`src/rtl/geo_pkg.sv`:
```
package geo_pkg;

   localparam int unsigned GEO_DIMS = 3;

   typedef enum logic [1:0] {
      ST_IDLE = 2'd0,
      ST_CALC = 2'd1,
      ST_WAIT = 2'd2
   } geo_state_e;

endpackage

```
`src/rtl/geo_bisect_lane.sv`:
```
// One search dimension: holds the known-good lower bound, the known-bad
// upper bound and the value currently probed.
module geo_bisect_lane #(
   parameter int unsigned LIMIT = 16
) (
   input  logic                         clk,
   input  logic                         rst_n,
   input  logic                         init_i,
   input  logic                         load_i,
   input  logic                         upd_i,
   input  logic                         ok_i,
   input  logic                         fix_i,
   output logic                         conv_o,
   output logic [$clog2(LIMIT)-1:0]     test_o,
   output logic [$clog2(LIMIT+1)-1:0]   count_o
);

   localparam int unsigned TW = $clog2(LIMIT);
   localparam int unsigned RW = $clog2(LIMIT + 1);

   if (LIMIT < 2) begin : g_bad_limit
      $error("geo_bisect_lane: LIMIT must be at least 2");
   end

   logic [RW-1:0] lo_q;
   logic [RW-1:0] hi_q;
   logic [TW-1:0] probe_q;

   always_ff @(posedge clk) begin
      if (!rst_n || init_i) begin
         lo_q    <= '0;
         hi_q    <= RW'(LIMIT);
         probe_q <= '0;
      end else if (load_i) begin
         probe_q <= TW'(({1'b0, lo_q} + {1'b0, hi_q}) >> 1);
      end else if (upd_i) begin
         if (ok_i) lo_q <= RW'(probe_q);
         else      hi_q <= RW'(probe_q);
      end else if (fix_i) begin
         probe_q <= TW'(lo_q);
      end
   end

   assign conv_o  = ((lo_q + RW'(1)) == hi_q);
   assign count_o = lo_q + RW'(1);
   assign test_o  = probe_q;

endmodule

```
`src/rtl/geo_probe_seq.sv`:
```
// Walks the dimensions in order and paces the request/reply handshake.
module geo_probe_seq
   import geo_pkg::*;
#(
   parameter int unsigned NDIM = GEO_DIMS
) (
   input  logic            clk,
   input  logic            rst_n,
   input  logic            start_i,
   input  logic            rsp_valid_i,
   input  logic [NDIM-1:0] conv_i,
   output logic            init_o,
   output logic [NDIM-1:0] load_o,
   output logic [NDIM-1:0] upd_o,
   output logic [NDIM-1:0] fix_o,
   output logic            req_valid_o,
   output logic            done_o
);

   localparam int unsigned DW = (NDIM > 1) ? $clog2(NDIM) : 1;

   if (NDIM < 1) begin : g_bad_ndim
      $error("geo_probe_seq: NDIM must be at least 1");
   end

   geo_state_e    state_q, state_d;
   logic [DW-1:0] dim_q, dim_d;

   always_ff @(posedge clk) begin
      if (!rst_n) begin
         state_q <= ST_IDLE;
         dim_q   <= '0;
      end else begin
         state_q <= state_d;
         dim_q   <= dim_d;
      end
   end

   always_comb begin
      state_d = state_q;
      dim_d   = dim_q;
      init_o  = 1'b0;
      load_o  = '0;
      upd_o   = '0;
      fix_o   = '0;
      done_o  = 1'b0;
      if (start_i) begin
         init_o  = 1'b1;
         state_d = ST_CALC;
         dim_d   = '0;
      end else begin
         case (state_q)
            ST_CALC: begin
               if (conv_i[dim_q]) begin
                  fix_o[dim_q] = 1'b1;
                  if (dim_q == DW'(NDIM - 1)) begin
                     done_o  = 1'b1;
                     state_d = ST_IDLE;
                  end else begin
                     dim_d = DW'(dim_q + 1'b1);
                  end
               end else begin
                  load_o[dim_q] = 1'b1;
                  state_d       = ST_WAIT;
               end
            end
            ST_WAIT: begin
               if (rsp_valid_i) begin
                  upd_o[dim_q] = 1'b1;
                  state_d      = ST_CALC;
               end
            end
            default: ;
         endcase
      end
   end

   assign req_valid_o = (state_q == ST_WAIT);

endmodule

```
`src/rtl/geo_prober.sv`:
```
module geo_prober
   import geo_pkg::*;
#(
   parameter int unsigned HEAD_LIM = 16,
   parameter int unsigned CYL_LIM  = 1024,
   parameter int unsigned SECT_LIM = 64
) (
   input  logic                          clk,
   input  logic                          rst_n,
   input  logic                          start_i,
   output logic                          req_valid_o,
   output logic [$clog2(HEAD_LIM)-1:0]   req_head_o,
   output logic [$clog2(CYL_LIM)-1:0]    req_cyl_o,
   output logic [$clog2(SECT_LIM)-1:0]   req_sect_o,
   input  logic                          rsp_valid_i,
   input  logic                          rsp_ok_i,
   output logic                          done_o,
   output logic [$clog2(HEAD_LIM+1)-1:0] geo_heads_o,
   output logic [$clog2(CYL_LIM+1)-1:0]  geo_cyls_o,
   output logic [$clog2(SECT_LIM+1)-1:0] geo_sects_o
);

   logic                lane_init;
   logic [GEO_DIMS-1:0] lane_load;
   logic [GEO_DIMS-1:0] lane_upd;
   logic [GEO_DIMS-1:0] lane_fix;
   logic [GEO_DIMS-1:0] lane_conv;

   geo_probe_seq #(.NDIM(GEO_DIMS)) u_seq (
      .clk         (clk),
      .rst_n       (rst_n),
      .start_i     (start_i),
      .rsp_valid_i (rsp_valid_i),
      .conv_i      (lane_conv),
      .init_o      (lane_init),
      .load_o      (lane_load),
      .upd_o       (lane_upd),
      .fix_o       (lane_fix),
      .req_valid_o (req_valid_o),
      .done_o      (done_o)
   );

   for (genvar g = 0; g < GEO_DIMS; g++) begin : g_dim
      if (g == 0) begin : g_head
         geo_bisect_lane #(.LIMIT(HEAD_LIM)) u_lane (
            .clk(clk), .rst_n(rst_n), .init_i(lane_init),
            .load_i(lane_load[g]), .upd_i(lane_upd[g]), .ok_i(rsp_ok_i),
            .fix_i(lane_fix[g]), .conv_o(lane_conv[g]),
            .test_o(req_head_o), .count_o(geo_heads_o)
         );
      end else if (g == 1) begin : g_cyl
         geo_bisect_lane #(.LIMIT(CYL_LIM)) u_lane (
            .clk(clk), .rst_n(rst_n), .init_i(lane_init),
            .load_i(lane_load[g]), .upd_i(lane_upd[g]), .ok_i(rsp_ok_i),
            .fix_i(lane_fix[g]), .conv_o(lane_conv[g]),
            .test_o(req_cyl_o), .count_o(geo_cyls_o)
         );
      end else begin : g_sect
         geo_bisect_lane #(.LIMIT(SECT_LIM)) u_lane (
            .clk(clk), .rst_n(rst_n), .init_i(lane_init),
            .load_i(lane_load[g]), .upd_i(lane_upd[g]), .ok_i(rsp_ok_i),
            .fix_i(lane_fix[g]), .conv_o(lane_conv[g]),
            .test_o(req_sect_o), .count_o(geo_sects_o)
         );
      end
   end

endmodule

```
`config.mk`:
```
export PLATFORM = sky130hd
export DESIGN_NAME = geo_prober
export DESIGN_NICKNAME = d
export VERILOG_FILES = /design/src/rtl/geo_pkg.sv /design/src/rtl/geo_bisect_lane.sv /design/src/rtl/geo_probe_seq.sv /design/src/rtl/geo_prober.sv
export SDC_FILE = /design/constraint.sdc
export NUM_CORES = 1
export LEC_CHECK = 0
export BUFFER_PORTS_ARGS = -buffer_cell sky130_fd_sc_hd__buf_2
export CORE_ASPECT_RATIO = 0.75
export CORE_MARGIN = 2
export CORE_UTILIZATION = 55
export DETAILED_ROUTE_END_ITERATION = 7
export PLACE_DENSITY = 0.75
export SLEW_MARGIN = 20
export SYNTH_ARGS = -nofsm -noshare
export SYNTH_HDL_FRONTEND = slang
export SYNTH_SLANG_ARGS = --single-unit
```
`constraint.sdc`:
```
create_clock -name clk -period 3.9 [get_ports clk]
set_clock_uncertainty 0.2 [all_clocks]
set_input_delay 0 -clock clk [delete_from_list [all_inputs] [get_ports clk]]
set_output_delay 0 -clock clk [all_outputs]
set_load 0.1 [all_outputs]
```
==> metrics.yaml <==
cts:
  ctsRootBufferMaster: "clkbuf_8"
  post_cts_buffers: 0
  cts.sinks: 67
  cts_hold_buffers: 5
  cts_buffers: 9
  clk_path_buf_depth: 2
  clk_latency_ps: 370
  cts_tree: "done"
  clk_transition_reported_paths_ps: 80
  cts_resized: 0
  htreeDepth: 3
global_routing:
  grt_pass1_vias: 3602
  grtUsageMet2_pct: 38.7
  antenna_found_initial: 0
  grt-busiest-layer: "met1"
  gr-usage-all-layers_pct: 27.4
  met3_usage_pct: 5.87
  grt_max_degree: 54
  grt_use_met1_pct: 41.8
  grt_pass1_wl_mm: 18.7
  grt-ovfl-total: 0
sta:
  hold_viol_final: 0
  tns_ps: 0
  post-route-period-util_pct: 92.3
  slew_viol_final: 0
  relSlewSlack_pct: 46.5
  setup_viol_count_final: 0
  fin_crit_ps: 3600
  clock.fmax_mhz: 278
  hold_ws_ps: 278
  worst_slew_pin_slew_ps: 802
  rsz0062_at_grt: "false"
floorplanning:
  die_h_um: 81.8
  rows: 28
  core_region_area_mm2: 0.00785
  die_w_um: 108
  dieArea_mm2: 0.00880
  initial_core_util_pct: 56.5
  top_level_ports: 50
critical_path:
  required_ps: 3950
  crit_cells: 10
  cpMaxStageDelayCell: "dlygate4sd3_1"
  critPathMaxFanout: 14
  r2r_cells: 10
  critPathKind: "reg -> reg"
  cp-end-kind: "flip-flop"
  cp-endpoint: "u_seq.state_q[0]$_SDFFE_PN0P_"
  rr_startpoint: "g_dim[1].g_cyl.u_lane.lo_q[1]$_SDFFE_PP0P_"
  cp_num_buf_inv: 1
  regToRegSetupSlack_ps: 300
  cp_cell_sequence: "ha_1, xor2_2, xor2_1, a2111oi_2, and4_1, nand4_4, a211oi_4, nor2_1, o31a_1, dlygate4sd3_1"
  critical-path-max-stage-delay_ps: 550
  crit_start: "g_dim[1].g_cyl.u_lane.lo_q[1]$_SDFFE_PP0P_"
  path_delay_family: "compound AO/OA/AOI/OAI gates"
  critPathLaunchType: "flip-flop"
  crit_arrival_ps: 3650
  r2r_end: "u_seq.state_q[0]$_SDFFE_PN0P_"
power:
  leakage_nw: 2.12
  power_mw: 1.27
  ir_worst_vdd_v: 0.000156
  p_per_area_mw_per_mm2: 253
synthesis:
  synth.top_cell.area_share_pct: 30.2
  synth_seq_cells: 67
  synth_ff_type: "dfxtp_1"
  yosys-top-cells-area: "dfxtp_1 30%, ha_1 7.9%, nand3_1 5.6%"
  synth_cells: 516
  synth-async-reset-ratio_pct: 0
  ys_seq_area_share_pct: 30.2
  syn_area_mm2: 0.00443
  ys_warn_count: 0
  yosysMostFrequentCell: "dfxtp_1"
  syn_nets: 552
  synth_area_per_cell_um2: 8.59
  synth-edff-count: 0
  synth_common_cells: "67 x dfxtp_1, 50 x nand3_1, 46 x nand2_1, 34 x o21ai_0"
  ys_types: 60
  yosysTopAreaCell: "dfxtp_1"
route:
  dr.pass1.iters: 4
  viasPerCell: 6.05
  routedWlPerCell_um: 17.3
  wl_mm: 11.6
  drt-initial-drc-count: 313
  route.detailed.drc: 0
  ant_nets: 0
  dr_total_vias: 4053
finish:
  drive_gt1_share_pct: 19.8
  fin_cells: 670
  final_cell_area_mm2: 0.00500
  syn_to_final_growth_pct: 12.8
  fillCellCount: 701
  diodes: 0
  layout.nets: 597
flow_run:
  max_cap_viol_count: 0
worst_hold_path:
  holdPathStages: 2
  min_path_type: "reg -> reg"
placement:
  dpl.cell_count: 649
  gp_congestion: 0.934
  dpl.hpwl_mm: 8.47
  post_dp_cell_area_mm2: 0.00477
  port_buffers: 49
outcome:
  outcome: "complete, no violations"
## state kept, by name (all words and copies together), names as in the netlist
register	flops
g_dim.g_head.u_lane.hi_q	5
u_seq.state_q	2
g_dim.g_cyl.u_lane.test_o	10
g_dim.g_cyl.u_lane.hi_q	11
g_dim.g_sect.u_lane.hi_q	7
u_seq.dim_q	2
g_dim.g_cyl.u_lane.lo_q	10
g_dim.g_sect.u_lane.lo_q	6
g_dim.g_sect.u_lane.test_o	6
g_dim.g_head.u_lane.test_o	4
g_dim.g_head.u_lane.lo_q	4
## layout make-up
type | count | area (um2) | share of cell area [%]
Tap cell | 105 | 131 | 2.63
Clock buffer | 10 | 128 | 2.55
Timing Repair Buffer | 63 | 383 | 7.65
Multi-Input combinational cell | 392 | 2880 | 57.6
Clock inverter | 5 | 31.3 | 0.625
Inverter | 28 | 105 | 2.10
Sequential cell | 67 | 1340 | 26.8
## cells by family after synthesis
family	after synthesis	share of synthesized area, %
simple gates	167	18.7
compound gates	129	22.1
flops	67	30.2
buf+inv	57	5.93
xor+xnor	46	9.40
fa+ha+maj	31	9.26
mux	19	4.32
## worst min-delay path by stage
stage                                                     start                                           to
floorplan                                                 rst_n                u_seq.state_q[0]$_SDFFE_PN0P_
global placement                                          rst_n                u_seq.state_q[0]$_SDFFE_PN0P_
detailed placement                                        rst_n                u_seq.state_q[0]$_SDFFE_PN0P_
CTS                 g_dim[0].g_head.u_lane.hi_q[0]$_SDFFE_PP0P_  g_dim[0].g_head.u_lane.hi_q[0]$_SDFFE_PP0P_
global route        g_dim[0].g_head.u_lane.hi_q[0]$_SDFFE_PP0P_  g_dim[0].g_head.u_lane.hi_q[0]$_SDFFE_PP0P_
finish              g_dim[0].g_head.u_lane.hi_q[0]$_SDFFE_PP0P_  g_dim[0].g_head.u_lane.hi_q[0]$_SDFFE_PP0P_
## per-stage QoR
| stage | setup WS [ps] | utilization (%) |
|---|---|---|
| 2_1_floorplan | 35.5 | - |
| 3_3_place_gp | 594 | 60.7 |
| 3_5_place_dp | 496 | 60.7 |
| 4_1_cts | 347 | 63.4 |
| 5_1_grt | 149 | 63.8 |
| 6_report | 299 | 63.8 |
## where the power goes
part	internal [mW]	leakage (nW)	switching (mW)
registers	0.686	0.540	0.00291
logic	0.0204	1.49	0.0493
clock network	0.225	0.0819	0.282
## cell usage in the layout, fill, tap and decap left out, drive strengths merged, types with 5 or more instances in the layout
cell         instances
dfxtp               67
buf                 58
nand3               51
nand2               47
o21ai               40
inv                 28
ha                  28
nor2                26
xnor2               25
xor2                20
a21oi               20
mux2i               18
o221a               16
o31ai               12
clkbuf              10
nor3                 9
and3                 8
a21o                 8
a31oi                6
nand2b               5
or3                  5
dlygate4sd3          5
## layer usage
layer	wire, um	up-vias
met5	0	-
met4	127	0
met3	950	15
met2	4880	173
met1	5640	1915
li1	-	1950
## worst reg2reg max path: stages, from the launching register on
cell and delay, ps:
dfxtp_1 470, ha_1 340, xor2_2 190, xor2_1 100, a2111oi_2 260, and4_1 280
nand4_4 300, a211oi_4 490, nor2_1 80, o31a_1 240, dlygate4sd3_1 550
(Power assumes the default switching activity.)
